**src/rtl/pcs_pkg.sv**
```systemverilog
package pcs_pkg;
  typedef enum logic [2:0] {
    OP_HOLD = 3'd0,
    OP_INC  = 3'd1,
    OP_SUB  = 3'd2,
    OP_ADD  = 3'd3,
    OP_RET  = 3'd4,
    OP_JMP  = 3'd5,
    OP_CALL = 3'd6,
    OP_IRQ  = 3'd7
  } pc_op_e;
endpackage

```
**src/rtl/pcs_pcl_alu.sv**
```systemverilog
module pcs_pcl_alu #(
  parameter int PC_W = 12,
  parameter int LO_W = 8
) (
  input  logic [PC_W-1:0] pc_i,
  input  logic [LO_W-1:0] acc_i,
  input  logic            sub_sel_i,
  output logic [PC_W-1:0] pc_o
);
  localparam int HI_W = PC_W - LO_W;

  logic [LO_W:0]   sum_w;
  logic [LO_W-1:0] diff_w;
  logic [HI_W-1:0] hi_w;

  always_comb begin
    sum_w  = {1'b0, pc_i[LO_W-1:0]} + {1'b0, acc_i};
    diff_w = pc_i[LO_W-1:0] - acc_i;
    hi_w   = pc_i[PC_W-1:LO_W];
    if (sub_sel_i) begin
      pc_o = {hi_w, diff_w};
    end else begin
      pc_o = {hi_w + HI_W'(sum_w[LO_W]), sum_w[LO_W-1:0]};
    end
  end
endmodule

```
**src/rtl/pcs_ret_stack.sv**
```systemverilog
module pcs_ret_stack #(
  parameter int DATA_W = 12,
  parameter int DEPTH  = 8
) (
  input  logic              clk,
  input  logic              rst_n,
  input  logic              push_i,
  input  logic              pop_i,
  input  logic [DATA_W-1:0] push_data_i,
  output logic [DATA_W-1:0] pop_data_o,
  output logic              underflow_o
);
  localparam int PTR_W = (DEPTH > 1) ? $clog2(DEPTH) : 1;
  localparam int CNT_W = $clog2(DEPTH + 1);
  localparam logic [PTR_W-1:0] LAST = PTR_W'(DEPTH - 1);
  localparam logic [CNT_W-1:0] FULL = CNT_W'(DEPTH);

  logic [PTR_W-1:0]  wp_q, wp_d, wp_dec;
  logic [CNT_W-1:0]  cnt_q, cnt_d;
  logic              empty_w;
  logic [DATA_W-1:0] slot_rd [DEPTH];

  always_comb begin
    wp_dec  = (wp_q == '0) ? LAST : wp_q - 1'b1;
    empty_w = (cnt_q == '0);
    wp_d    = wp_q;
    cnt_d   = cnt_q;
    if (push_i) begin
      wp_d  = (wp_q == LAST) ? '0 : wp_q + 1'b1;
      cnt_d = (cnt_q == FULL) ? cnt_q : cnt_q + 1'b1;
    end else if (pop_i && !empty_w) begin
      wp_d  = wp_dec;
      cnt_d = cnt_q - 1'b1;
    end
  end

  always_ff @(posedge clk or negedge rst_n) begin
    if (!rst_n) begin
      wp_q  <= '0;
      cnt_q <= '0;
    end else begin
      wp_q  <= wp_d;
      cnt_q <= cnt_d;
    end
  end

  for (genvar g = 0; g < DEPTH; g++) begin : g_slot
    logic [DATA_W-1:0] slot_q;
    logic              wr_en;
    assign wr_en = push_i && (wp_q == PTR_W'(g));
    always_ff @(posedge clk) begin
      if (wr_en) slot_q <= push_data_i;
    end
    assign slot_rd[g] = slot_q;
  end

  assign pop_data_o  = slot_rd[wp_dec];
  assign underflow_o = pop_i && !push_i && empty_w;
endmodule

```
**src/rtl/pc_stack_unit.sv**
```systemverilog
module pc_stack_unit #(
  parameter int PC_W     = 12,
  parameter int LO_W     = 8,
  parameter int DEPTH    = 8,
  parameter int IRQ_ADDR = 8
) (
  input  logic            clk,
  input  logic            rst_n,
  input  logic            irq_i,
  input  logic            call_i,
  input  logic            jump_i,
  input  logic            ret_i,
  input  logic            pcl_add_i,
  input  logic            pcl_sub_i,
  input  logic            advance_i,
  input  logic [PC_W-1:0] target_i,
  input  logic [LO_W-1:0] acc_i,
  output logic [PC_W-1:0] pc_o,
  output logic            ret_empty_o
);
  import pcs_pkg::*;

  localparam logic [PC_W-1:0] VEC_IRQ = PC_W'(IRQ_ADDR);

  logic [1:0]      rst_sync_q;
  logic            rst_core_n;
  pc_op_e          op_w;
  logic [PC_W-1:0] pc_q, pc_d, pc_inc, alu_pc, pop_pc;
  logic            push_w, pop_w, under_w, err_q;

  always_ff @(posedge clk or negedge rst_n) begin
    if (!rst_n) rst_sync_q <= 2'b00;
    else        rst_sync_q <= {rst_sync_q[0], 1'b1};
  end
  assign rst_core_n = rst_sync_q[1];

  always_comb begin
    if      (irq_i)     op_w = OP_IRQ;
    else if (call_i)    op_w = OP_CALL;
    else if (jump_i)    op_w = OP_JMP;
    else if (ret_i)     op_w = OP_RET;
    else if (pcl_add_i) op_w = OP_ADD;
    else if (pcl_sub_i) op_w = OP_SUB;
    else if (advance_i) op_w = OP_INC;
    else                op_w = OP_HOLD;
  end

  assign pc_inc = pc_q + 1'b1;
  assign push_w = (op_w == OP_CALL) || (op_w == OP_IRQ);
  assign pop_w  = (op_w == OP_RET);

  pcs_pcl_alu #(.PC_W(PC_W), .LO_W(LO_W)) u_alu (
    .pc_i      (pc_q),
    .acc_i     (acc_i),
    .sub_sel_i (op_w == OP_SUB),
    .pc_o      (alu_pc)
  );

  pcs_ret_stack #(.DATA_W(PC_W), .DEPTH(DEPTH)) u_stack (
    .clk         (clk),
    .rst_n       (rst_core_n),
    .push_i      (push_w),
    .pop_i       (pop_w),
    .push_data_i (pc_inc),
    .pop_data_o  (pop_pc),
    .underflow_o (under_w)
  );

  always_comb begin
    unique case (op_w)
      OP_IRQ:          pc_d = VEC_IRQ;
      OP_CALL, OP_JMP: pc_d = target_i;
      OP_RET:          pc_d = pop_pc;
      OP_ADD, OP_SUB:  pc_d = alu_pc;
      OP_INC:          pc_d = pc_inc;
      default:         pc_d = pc_q;
    endcase
  end

  always_ff @(posedge clk or negedge rst_core_n) begin
    if (!rst_core_n) begin
      pc_q  <= '0;
      err_q <= 1'b0;
    end else begin
      pc_q  <= pc_d;
      err_q <= under_w;
    end
  end

  assign pc_o        = pc_q;
  assign ret_empty_o = err_q;
endmodule


```
**config.mk**
```make
export PLATFORM = sky130hd
export DESIGN_NAME = pc_stack_unit
export DESIGN_NICKNAME = d
export VERILOG_FILES = /design/src/rtl/pcs_pkg.sv /design/src/rtl/pcs_pcl_alu.sv /design/src/rtl/pcs_ret_stack.sv /design/src/rtl/pc_stack_unit.sv
export SDC_FILE = /design/constraint.sdc
export NUM_CORES = 1
export LEC_CHECK = 0
export BUFFER_PORTS_ARGS = -buffer_cell sky130_fd_sc_hd__clkbuf_2
export CAP_MARGIN = 20
export CORE_AREA = 2 2 120 210
export CTS_BUF_LIST = sky130_fd_sc_hd__clkbuf_8
export DETAILED_ROUTE_END_ITERATION = 7
export DIE_AREA = 0 0 122 212
export HOLD_SLACK_MARGIN = 0.08
export REMOVE_ABC_BUFFERS = 1
export SLEW_MARGIN = 10
export SYNTH_ARGS = -nofsm -noshare
export SYNTH_HDL_FRONTEND = slang
export SYNTH_SLANG_ARGS = --single-unit
```
**constraint.sdc**
```tcl
create_clock -name clk -period 1 [get_ports clk]
set_input_delay 0.15 -clock clk [delete_from_list [all_inputs] [get_ports clk]]
set_output_delay 0.15 -clock clk [all_outputs]
set_load 0.01 [all_outputs]
```
==> results of run 1 <==
## power by group
group | leakage [nW] | switching, mW | internal [mW] | total (mW)
Clock | 0.209 | 1.82 | 2.34 | 4.16
Sequential | 1.15 | 0.413 | 6.71 | 7.12
Combinational | 2.25 | 5.52 | 6.53 | 12.1
## worst max path at each step
stage | endpoint | slack [ps] | startpoint | cells after the start
after CTS | pc_o[11]$_DFFE_PN0P_ | -1680 | pc_o[0]$_DFFE_PN0P_ | 14
after floorplan | pc_o[7]$_DFFE_PN0P_ | -1710 | u_stack.wp_q[0]$_DFFE_PN0P_ | 7
final | pc_o[11]$_DFFE_PN0P_ | -1670 | pc_o[0]$_DFFE_PN0P_ | 14
after detailed placement | pc_o[10]$_DFFE_PN0P_ | -1870 | pc_o[0]$_DFFE_PN0P_ | 16
after global routing | pc_o[11]$_DFFE_PN0P_ | -1790 | pc_o[0]$_DFFE_PN0P_ | 14
after global placement | pc_o[10]$_DFFE_PN0P_ | -1850 | pc_o[0]$_DFFE_PN0P_ | 16
## what timing repair did
| item | 4_1_cts | 5_1_grt |
|---|---|---|
| endpoints found under the setup margin | 217 | 225 |
| gates cloned | 6 | 0 |
| buffers inserted | 23 | 20 |
| hold endpoints to repair | 10 | 1 |
| hold buffers | 10 | 1 |
| pin swaps | 44 | 32 |
| gates resized for setup | 148 | 49 |
## kinds of logic (layout without fill, tap and decap cells)
family / after synthesis / after routing / share of synthesized area, %
buffers and inverters: 38 / 261 / 2.95
adder cells (fa/ha/maj): 30 / 30 / 6.65
XOR/XNOR: 30 / 30 / 4.39
flip-flops: 118 / 118 / 57.4
AND/OR/NAND/NOR: 98 / 99 / 8.95
multiplexers: 34 / 34 / 11.1
other: 1 / 1 / 0.0627
AO/OA/AOI/OAI: 71 / 71 / 8.47
## metal layers
metal  share of wire, %  GRT usage [%]  vias up  wire length, microns
met5                  0              0        -                     0
met1                 32           12.8     2267                  6070
met2                 60           30.3      136                 11300
met4                5.0           8.16        0                   930
met3                2.6           1.64       47                   486
li1                   -              -     2057                     -
## placed cells by master, fill, tap and decap left out, types with 6 or more instances in the layout
master / count
buf_4: 97
edfxtp_1: 96
clkbuf_2: 37
buf_6: 36
clkbuf_8: 26
nand2_1: 25
dfrtp_1: 21
mux4_2: 18
ha_4: 15
inv_1: 14
nor2_1: 14
buf_12: 14
xnor2_1: 13
a21oi_1: 11
ha_1: 11
dlygate4sd3_1: 11
and3_4: 8
xor2_1: 8
mux2i_1: 8
buf_8: 7
nand3_4: 6
nor3_1: 6
mux4_1: 6
## sequential cells by signal (all words and copies together) (netlist names)
signal,count
u_stack.wp_q,3
rst_sync_q,2
pc_o,12
u_stack.g_slot.slot_q,96
ret_empty_o,1
u_stack.cnt_q,4
## through the flow
stage          setup WS [ps]  hold WS (ps)  setup TNS [ps]  utilization [%]
3_3_place_gp           -1850         -64.0         -125150             31.2
4_1_cts                -1680          80.9         -128880             37.4
2_1_floorplan          -1710          -146         -101450                -
3_5_place_dp           -1870         -55.8         -131530             31.2
6_report               -1670           122         -134880             38.3
5_1_grt                -1790           126         -145330             38.3
## worst reg2reg max path, stage by stage, from the launching register on
cell and delay (ps):
dfrtp_1 360, ha_2 190, inv_2 40, fa_2 370, o21bai_4 140, a21oi_2 70
o21bai_1 130, a21oi_1 80, o21bai_1 140, a21o_1 190, ha_4 160, and3_4 180
o221a_4 180, o21ai_2 50, a311o_1 270
## synth_stat cells (3+ instances only)
cell | count | area share (%)
nor3_1 | 7 | 0.59
ha_1 | 27 | 5.6
nor2_1 | 18 | 1.1
nand3_1 | 13 | 1.1
o21bai_1 | 3 | 0.38
and3_1 | 3 | 0.31
and3_2 | 6 | 0.75
a21oi_1 | 16 | 1.3
mux4_1 | 6 | 2.6
xor2_1 | 13 | 1.9
a22oi_1 | 3 | 0.38
clkbuf_1 | 6 | 0.38
o21ai_0 | 8 | 0.67
mux2i_1 | 9 | 1.5
inv_1 | 18 | 1.1
fa_1 | 3 | 1.0
a21o_1 | 5 | 0.63
xnor2_1 | 17 | 2.5
dfrtp_1 | 22 | 9.2
o221ai_1 | 3 | 0.44
buf_2 | 5 | 0.42
nand4_1 | 3 | 0.31
edfxtp_1 | 96 | 48
a211o_1 | 4 | 0.59
o211ai_1 | 4 | 0.50
nor2b_1 | 5 | 0.52
mux4_2 | 18 | 6.8
and2_1 | 3 | 0.31
a31oi_1 | 4 | 0.42
a222oi_1 | 4 | 0.67
nand2_1 | 25 | 1.6
## area by class of cell
| class | count | area, sq um |
|---|---|---|
| fillers | 2206 | 15000 |
| flip-flops and latches | 118 | 3430 |
| multi-input cells | 265 | 3060 |
| repair buffers | 206 | 1900 |
| well taps | 312 | 390 |
| clock buffers | 26 | 358 |
| inverters | 21 | 97.6 |
| clock inverters | 7 | 30.0 |
| repair inverters | 1 | 11.3 |
==> results.md, run 1 <==
* Setup Viol. Count Final at 225
* Initial antenna violation count at 0
* Endpoints failing hold at 0
* Crit-path leading delay family: compound AO/OA/AOI/OAI gates
* Worst setup margin at -1670 ps
* Number of buffers and inverters on the critical path at 1
* Die area at 25900 sq um
* Total wire length at 18700 microns
* Die X-Extent at 122 microns
* Status: finished, violations left
* Hold Crit Class: in -> reg
* Dpl hpwl at 12800 microns
* Failing checks: setup timing
* Kind of critical path: reg -> reg
* Min-Delay Path Depth at 4
* Syn Inst Count at 420
* CP Launch Type: register
* Post-synth EDFFs at 96
* Min Clock Period, post-route at between 2000 and 3000 ps
* Overall Power at 23.3 mW
* CTS root buffer: clkbuf_8
* Post-DR wirelength/cell at 19.6 microns
* Number of port buffers at 41
* Reg2reg path depth at 14
* R2R Path Start: pc_o[0]$_DFFE_PN0P_
* Layout Cells excl Fill at about 960
* Inserted Clock Buffers at 25
* Cell Area, Synth at about 6000 sq um
* R2r setup slk at -1670 ps
* Largest net degree at the start of global routing at 21
* GRT Total Usage at 14.6%
* Register clock-pin slew on the reported worst setup and hold paths at 60 ps
* Die H at 212 microns
* Initial DRC count at 300
* First-pass GRT wire length at roughly 28000 microns
* Critical path data required time at 1340 ps
* Worst EP arrival at ~3000 ps
* Layout cells sized above 1 at 52.0%
* Maximum clock rate at 375 MHz
* I/O pins at 42
* Vias in the first global route at 5005
* Core ar. at approximately 24000 sq um
* GR Overflow Total at 0
* Finished Cell Area at 9280 sq um
* Worst Hold Path EP: pc_o[7]$_DFFE_PN0P_
* Nets at between 600 and 700
* Yosys cell types at 64
* GPL Wtd Cong at 0.865
* Min-delay src: target_i[7]
* Maximum VDD drop at just over 0.9 mV
* # clock sinks at roughly 120
* Avg Cell Area, Syn at approximately 14 sq um
* Latest clock arrival within the worst-skew pair at 470 ps
* CTS tree: yes
* Layout area overhead at 55.1%
* # rows at 76
* Pwr/cell area at 2510 nW/um^2
* Clock Tree Buf Depth at 3
* H-tree depth at 4
* FF+latch count, synth at 118
* Effective utilization at floorplan at 24.7%
* Synth async-reset ratio at 18.6%
* Primary FF master, synth: edfxtp_1
* Register area share after synthesis at 57.4%
* Diode count at 0
* RSZ-0062 raised after global routing: yes
* DP Area at approximately 7600 sq um
* CP dominant cell by count: o21bai_1
* Setup crit end kind: register
* CP Cell Sequence: ha_2, inv_2, fa_2, o21bai_4, a21oi_2, o21bai_1, a21oi_1, o21bai_1, a21o_1, ha_4, and3_4, o221a_4, o21ai_2, a311o_1
* Synthesis Warnings at 0
* Via count at 4507
* Post-route ant nets at 0
* Fin crit share at 267%
* Setup Skew at 22.3 ps
* Reg2Reg Capture Point: pc_o[11]$_DFFE_PN0P_
* Top fanout value on the critical path at 2
* Cell count after placement at 881
* Via density at 4.71
* Worst path max stage delay at 370 ps
* Max-Cap Viols at 0
* Leak pwr at 3.62 nW
* Worst path slowest cell: fa_2
* Fin. max-slew vios at 0
* Residual DRC at 0
* DRT Pass-1 Iters at 4
No activity file was read; power rests on OpenSTA's default activity.
==> run 2: changes to the inputs <==
RECOVER_POWER = 25   (was unset)
==> run 2 against run 1 <==
The flow still finishes with violations (setup timing). Sequential share of layout area is essentially flat. Worst hold slack gained 1.3 ps. Critical path depth is the same. Cell count is the same. Clock-buffer cell count is the same.
==> results.md, run 2 (synthesis results as in run 1) <==
* Status: finished, violations left
* Failing checks: setup timing
* Post-DR wirelength/cell at 19.6 microns (about the same)
* Max FFs per register at 96 (unchanged)
* Hold WS at 123 ps (+1.26 ps)
* I/O pins at 42 (unchanged)
* R2r setup slk at -1670 ps (about the same)
* Number of port buffers at 41 (unchanged)
* Endpoints failing hold at 0 (unchanged)
* Dpl hpwl at 12800 microns (unchanged)
* Top reg by flops: u_stack.g_slot.slot_q
* Finished Cell Area at 9280 sq um (about the same)
* Cell count after placement at 881 (unchanged)
* First-pass GRT wire length at 28000 microns (unchanged)
* Largest net degree at the start of global routing at 21 (unchanged)
* Clock Tree Buf Depth at 3 (unchanged)
* CP Cell Sequence: ha_2, inv_2, fa_2, o21bai_4, a21oi_2, o21bai_1, a21oi_1, o21bai_1, a21o_1, ha_4, and3_4, o221a_4, o21ai_2, a311o_1
* Maximum clock rate at 375 MHz (about the same)
* Layout cells sized above 1 at 52.0% (unchanged)
* Via density at 4.69 (-0.51%)
* Residual DRC at 0 (unchanged)
* Crit-path leading delay family: compound AO/OA/AOI/OAI gates
* CP dominant cell by count: o21bai_1
* Inserted Clock Buffers at 25 (unchanged)
* Fin. max-slew vios at 0 (unchanged)
* Max-Cap Viols at 0 (unchanged)
* Initial DRC count at 300 (unchanged)
* Multi-input logic area at 3060 sq um (unchanged)
* Worst path slowest cell: fa_2
* Nets at 697 (unchanged)
* H-tree depth at 4 (unchanged)
* Worst Setup Slack post-DPL at -1870 ps (unchanged)
* Rel. slew slack at 59.6%
* Number of buffers and inverters on the critical path at 1 (unchanged)
* Worst EP arrival at 3000 ps (about the same)
* Initial antenna violation count at 0 (unchanged)
* Setup Viol. Count Final at 225 (unchanged)
* Worst path max stage delay at 370 ps (about the same)
* Hold Crit Class: in -> reg
* # clock sinks at 118 (unchanged)
* Worst setup margin at -1670 ps (-0.0200 ps)
* Layout Cells excl Fill at 956 (unchanged)
* Net Sw Power at 7.75 mW (about the same)
* Core ar. at 24200 sq um (unchanged)
* Sequential power share at 30.5% (about the same)
* Final core occ at 38.3% (about the same)
* Post-route ant nets at 0 (unchanged)
* Min Clock Period, post-route at 2670 ps (+0.0200 ps)
* Most frequent cells in the layout: buf_4, edfxtp_1, clkbuf_2
* Die H at 212 microns (unchanged)
* Vias in the first global route at 5005 (unchanged)
* Comb pwr share at 51.6% (about the same)
* CTS root buffer: clkbuf_8
* CTS tree: yes
* Filler instances at 2207 (+0.045%)
* Int Pwr at 15.6 mW (about the same)
* Setup crit end kind: register
* Die area at 25900 sq um (unchanged)
* Top fanout value on the critical path at 2 (unchanged)
* Pwr/cell area at 2510 nW/um^2 (about the same)
* Latest clock arrival within the worst-skew pair at 470 ps (about the same)
* # rows at 76 (unchanged)
* Effective utilization at floorplan at 24.7% (unchanged)
* Critical path data required time at 1330 ps (about the same)
* GPL Wtd Cong at 0.865 (unchanged)
* Overall Power at 23.3 mW (about the same)
* Fin crit share at 267% (about the same)
* Setup Skew at 22.1 ps (-0.150 ps)
* DRT Pass-1 Iters at 4 (unchanged)
* RSZ-0062 raised after global routing: yes
* Slew @ Worst Pin at 606 ps
* Die X-Extent at 122 microns (unchanged)
* Kind of critical path: reg -> reg
* DP Area at 7570 sq um (unchanged)
* Leak pwr at 3.62 nW (about the same)
* Diode count at 0 (unchanged)
* Layout area overhead at 55.1% (about the same)
* GR Overflow Total at 0 (unchanged)
* GRT Total Usage at 14.6% (unchanged)
* Clk pwr share at 17.8% (about the same)
* Maximum VDD drop at 0.937 mV (+0.29%)
* Total wire length at 18800 microns (about the same)
* CP Launch Type: register
* Switching share of total power at 33.2% (about the same)
* Storage cell area at 3430 sq um (unchanged)
* Setup TNS at -134760 ps (+122 ps)
* Via count at 4484 (-0.51%)
* Register clock-pin slew on the reported worst setup and hold paths at 60 ps (about the same)
==> run 2: changes by cell type in the layout (fill, tap and decap cells not counted), sizes merged <==
| cell | previous run | this run |
|---|---|---|
| buf | 158 | 157 |
| clkbuf | 63 | 64 |
==> run 2: tightest hold or removal path: stages <==
cell and delay [ps]:
clkbuf_2 110, a22oi_2 70, nand2_1 70, a311o_1 140
==> run 2: path summary, 6_finish.rpt <==
| check | from | to | cells after the start |
|---|---|---|---|
| setup / recovery | pc_o[0]$_DFFE_PN0P_ | pc_o[11]$_DFFE_PN0P_ | 14 |
| hold / removal | target_i[7] | pc_o[7]$_DFFE_PN0P_ | 4 |
| setup reg to reg | pc_o[0]$_DFFE_PN0P_ | pc_o[11]$_DFFE_PN0P_ | 14 |
| hold reg to reg | rst_sync_q[1]$_DFF_PN0_ | pc_o[5]$_DFFE_PN0P_ | 1 |
| max in group asynchronous | rst_sync_q[1]$_DFF_PN0_ | pc_o[4]$_DFFE_PN0P_ | 1 |
| min in group asynchronous | rst_sync_q[1]$_DFF_PN0_ | pc_o[5]$_DFFE_PN0P_ | 1 |
==> run 2: cell type report <==
type	count	share of cell area [%]
Clock buffer	26	3.86
Clock inverter	7	0.324
Inverter	21	1.05
Multi-Input combinational cell	265	32.9
Sequential cell	118	37.0
Tap cell	312	4.21
Timing Repair Buffer	206	20.5
Timing Repair inverter	1	0.121
==> run 2: repair_timing <==
action | in CTS | in global routing
hold endpoints to repair | 10 | 1
hold buffers | 10 | 1
pin swaps | 44 | 32
gates cloned | 6 | 0
buffers inserted | 23 | 20
gates resized for setup | 148 | 49
endpoints found under the setup margin | 217 | 225
==> run 2: power groups by stage <==
stage	clock (mW)	sequential, mW	combinational, mW
5_1_grt	4.48	7.19	12.8
4_1_cts	4.28	7.09	11.8
3_5_place_dp	0	7.15	9.02
3_3_place_gp	0	7.07	8.82
2_1_floorplan	0	7.23	4.53
6_report	4.16	7.12	12.0
==> run 2: routing by layer <==
metal | part of all wire (%) | track usage (%)
met5 | 0 | 0
met4 | 4.8 | 8.16
met3 | 2.4 | 1.64
met2 | 60 | 30.3
met1 | 33 | 12.8
==> run 3: changes to the inputs <==
clock period = 3.19 ns   (was 1 ns; I/O delays follow)
==> run 3 against run 2 <==
The flow now finishes without violations. Non-clock buffer count is 150 lower. Combinational power is 83% lower. Clock skew is 11 ps lower. Total power is 75% lower. Clock-buffer cell count is 9 lower. Design area is 24% lower. Clock power is 65% lower.
==> results.md, run 3 (synthesis results as in run 1) <==
* Status: completed
* Cts repair resizes at 0 (-100%)
* Die H at 212 microns (unchanged)
* R2r setup slk at 260 ps (+1920 ps)
* Initial antenna violation count at 0 (unchanged)
* # hold bufs at CTS at 1 (-9)
* Post-DR wirelength/cell at 18.6 microns (-5.0%)
* Effective utilization at floorplan at 24.7% (unchanged)
* CTS root buffer: clkbuf_8
* Post-route ant nets at 0 (unchanged)
* Latest clock arrival within the worst-skew pair at 430 ps (-40 ps)
* Metal3 WL at 529 microns (+15%)
* Clock Tree Buf Depth at 2 (-1)
* Setup Viol. Count Final at 0 (-100%)
* RSZ-0062 raised after global routing: no
* Leak pwr at 2.64 nW (-27%)
* Total wire length at 15000 microns (-20%)
* GPL Wtd Cong at 0.828 (-4.3%)
* Die X-Extent at 122 microns (unchanged)
* Vias in the first global route at 4254 (-15%)
* Reg2reg path depth at 15 (+1)
* Endpoints failing hold at 0 (unchanged)
* Die area at 25900 sq um (unchanged)
* Slew @ Worst Pin at 902 ps (+296 ps)
* Max-Cap Viols at 0 (unchanged)
* Rel. slew slack at 39.3% (-20 points)
* Inserted Clock Buffers at 17 (-32%)
* Max layer used: met4
* Setup crit end: pc_o[10]$_DFFE_PN0P_
* Largest net degree at the start of global routing at 21 (unchanged)
* Worst EP arrival at 3280 ps (+280 ps)
* Fin. max-slew vios at 0 (unchanged)
* Post-CTS setup buffer count at 0 (-100%)
* DRT Pass-1 Iters at 4 (unchanged)
* GR Overflow Total at 0 (unchanged)
* Register clock-pin slew on the reported worst setup and hold paths at 70 ps (about the same)
* Setup Skew at 11.5 ps (-10.6 ps)
* Core ar. at 24200 sq um (unchanged)
* Crit. Startpoint: pc_o[1]$_DFFE_PN0P_
* Layout area overhead at 17.1%
* H-tree depth at 4 (unchanged)
* Reg2Reg Capture Point: pc_o[10]$_DFFE_PN0P_
* CTS tree: yes
* Kind of critical path: reg -> reg
* Fin crit share at 91.9% (-170 points)
* Residual DRC at 0 (unchanged)
* Layout cells sized above 1 at 22.6% (-29 points)
* Setup crit end kind: register
* Min Clock Period, post-route at 2930 ps (+266 ps)
* Commonest non-fill, non-tap cell in the layout: edfxtp_1
* # clock sinks at 118 (unchanged)
* Maximum clock rate at 341 MHz (-9.1%)
* # rows at 76 (unchanged)
* WL met2 at 8760 microns (-22%)
* Dpl hpwl at 11200 microns (-13%)
* Pwr/cell area at 831 nW/um^2 (-67%)
* Most frequent cells in the layout: edfxtp_1, clkbuf_2, ha_1
* Nets at 537 (-23%)
* Setup TNS at 0 ps (+134760 ps)
* I/O pins at 42 (unchanged)
* Hold Crit Class: in -> reg
* Number of port buffers at 41 (unchanged)
* Via count at 3831 (-15%)
* Critical path data required time at 3540 ps (+2210 ps)
* Via density at 4.76 (+1.6%)
* Wl on met1 at 4960 microns (-19%)
* First-pass GRT wire length at 22900 microns (-18%)
* Maximum VDD drop at 0.321 mV (-66%)
* CP Launch Type: register
* Top fanout value on the critical path at 7 (+5)
* R2R Path Start: pc_o[1]$_DFFE_PN0P_
* Layout Cells excl Fill at 804 (-16%)
* Max FFs per register at 96 (unchanged)
* Initial DRC count at 273 (-9.0%)
* Cell count after placement at 770 (-13%)
* GRT Total Usage at 12.0% (-2.6 points)
* Top reg by flops: u_stack.g_slot.slot_q
## run 3: cell count changes in the layout (fill, tap and decap cells not counted), moves of 10 or more
cell	before	now
ha_4	15	0
buf_4	96	12
buf_6	36	0
buf_12	14	0
ha_1	11	27
dlygate4sd3_1	11	1
## run 3: layout make-up
type / instances / area, sq um
Fill cell: 2458 / 17200
Timing Repair Buffer: 56 / 308
Tap cell: 312 / 390
Sequential cell: 118 / 3430
Clock buffer: 17 / 234
Multi-Input combinational cell: 264 / 2370
Inverter: 21 / 80.1
Antenna cell: 1 / 2.50
Clock inverter: 15 / 188
## run 3: worst max-delay path: stages, from the launching register on
cell and delay (ps):
dfrtp_1 490, inv_1 120, fa_1 460, o21bai_1 180, a21oi_1 110, o21bai_1 130, a21oi_1 80, o21bai_1 140
a21o_1 160, ha_1 190, ha_1 170, nor4bb_1 280, nand2_1 80, a21oi_1 140, a21oi_1 60, o211ai_1 90
## run 3: stage by stage
step           power, mW  worst slack, ps  hold slack (ps)  util, %  cell area, sq um
3_3_place_gp        4.36              103              264     27.2              6590
3_5_place_dp        4.42             94.7              266     27.2              6590
5_1_grt             6.11             19.7              289     28.9              7000
4_1_cts             5.90              268              264     28.9              7020
2_1_floorplan       3.69              481              183        -              5880
6_report            5.82              258              298     28.9              7000
## run 3: worst min-delay path by stage
| stage | end | cells after the start | start |
|---|---|---|---|
| 2_1_floorplan | rst_sync_q[0]$_DFF_PN0_ | 0 | rst_n |
| 3_3_place_gp | rst_sync_q[0]$_DFF_PN0_ | 1 | rst_n |
| 3_5_place_dp | rst_sync_q[0]$_DFF_PN0_ | 1 | rst_n |
| 4_1_cts | pc_o[8]$_DFFE_PN0P_ | 3 | target_i[8] |
| 5_1_grt | pc_o[8]$_DFFE_PN0P_ | 3 | target_i[8] |
| 6_report | pc_o[8]$_DFFE_PN0P_ | 3 | target_i[8] |
## run 3: routing by layer
layer / vias up / global-route usage (%)
li1: 1736 / -
met4: 0 / 8.64
met2: 112 / 23.9
met3: 47 / 1.64
met5: - / 0
met1: 1936 / 10.4
## run 3: where the power goes
group          switching, mW  internal [mW]
clock                  0.605          0.839
combinational           1.16          0.944
sequential             0.172           2.11
total                   1.93           3.89
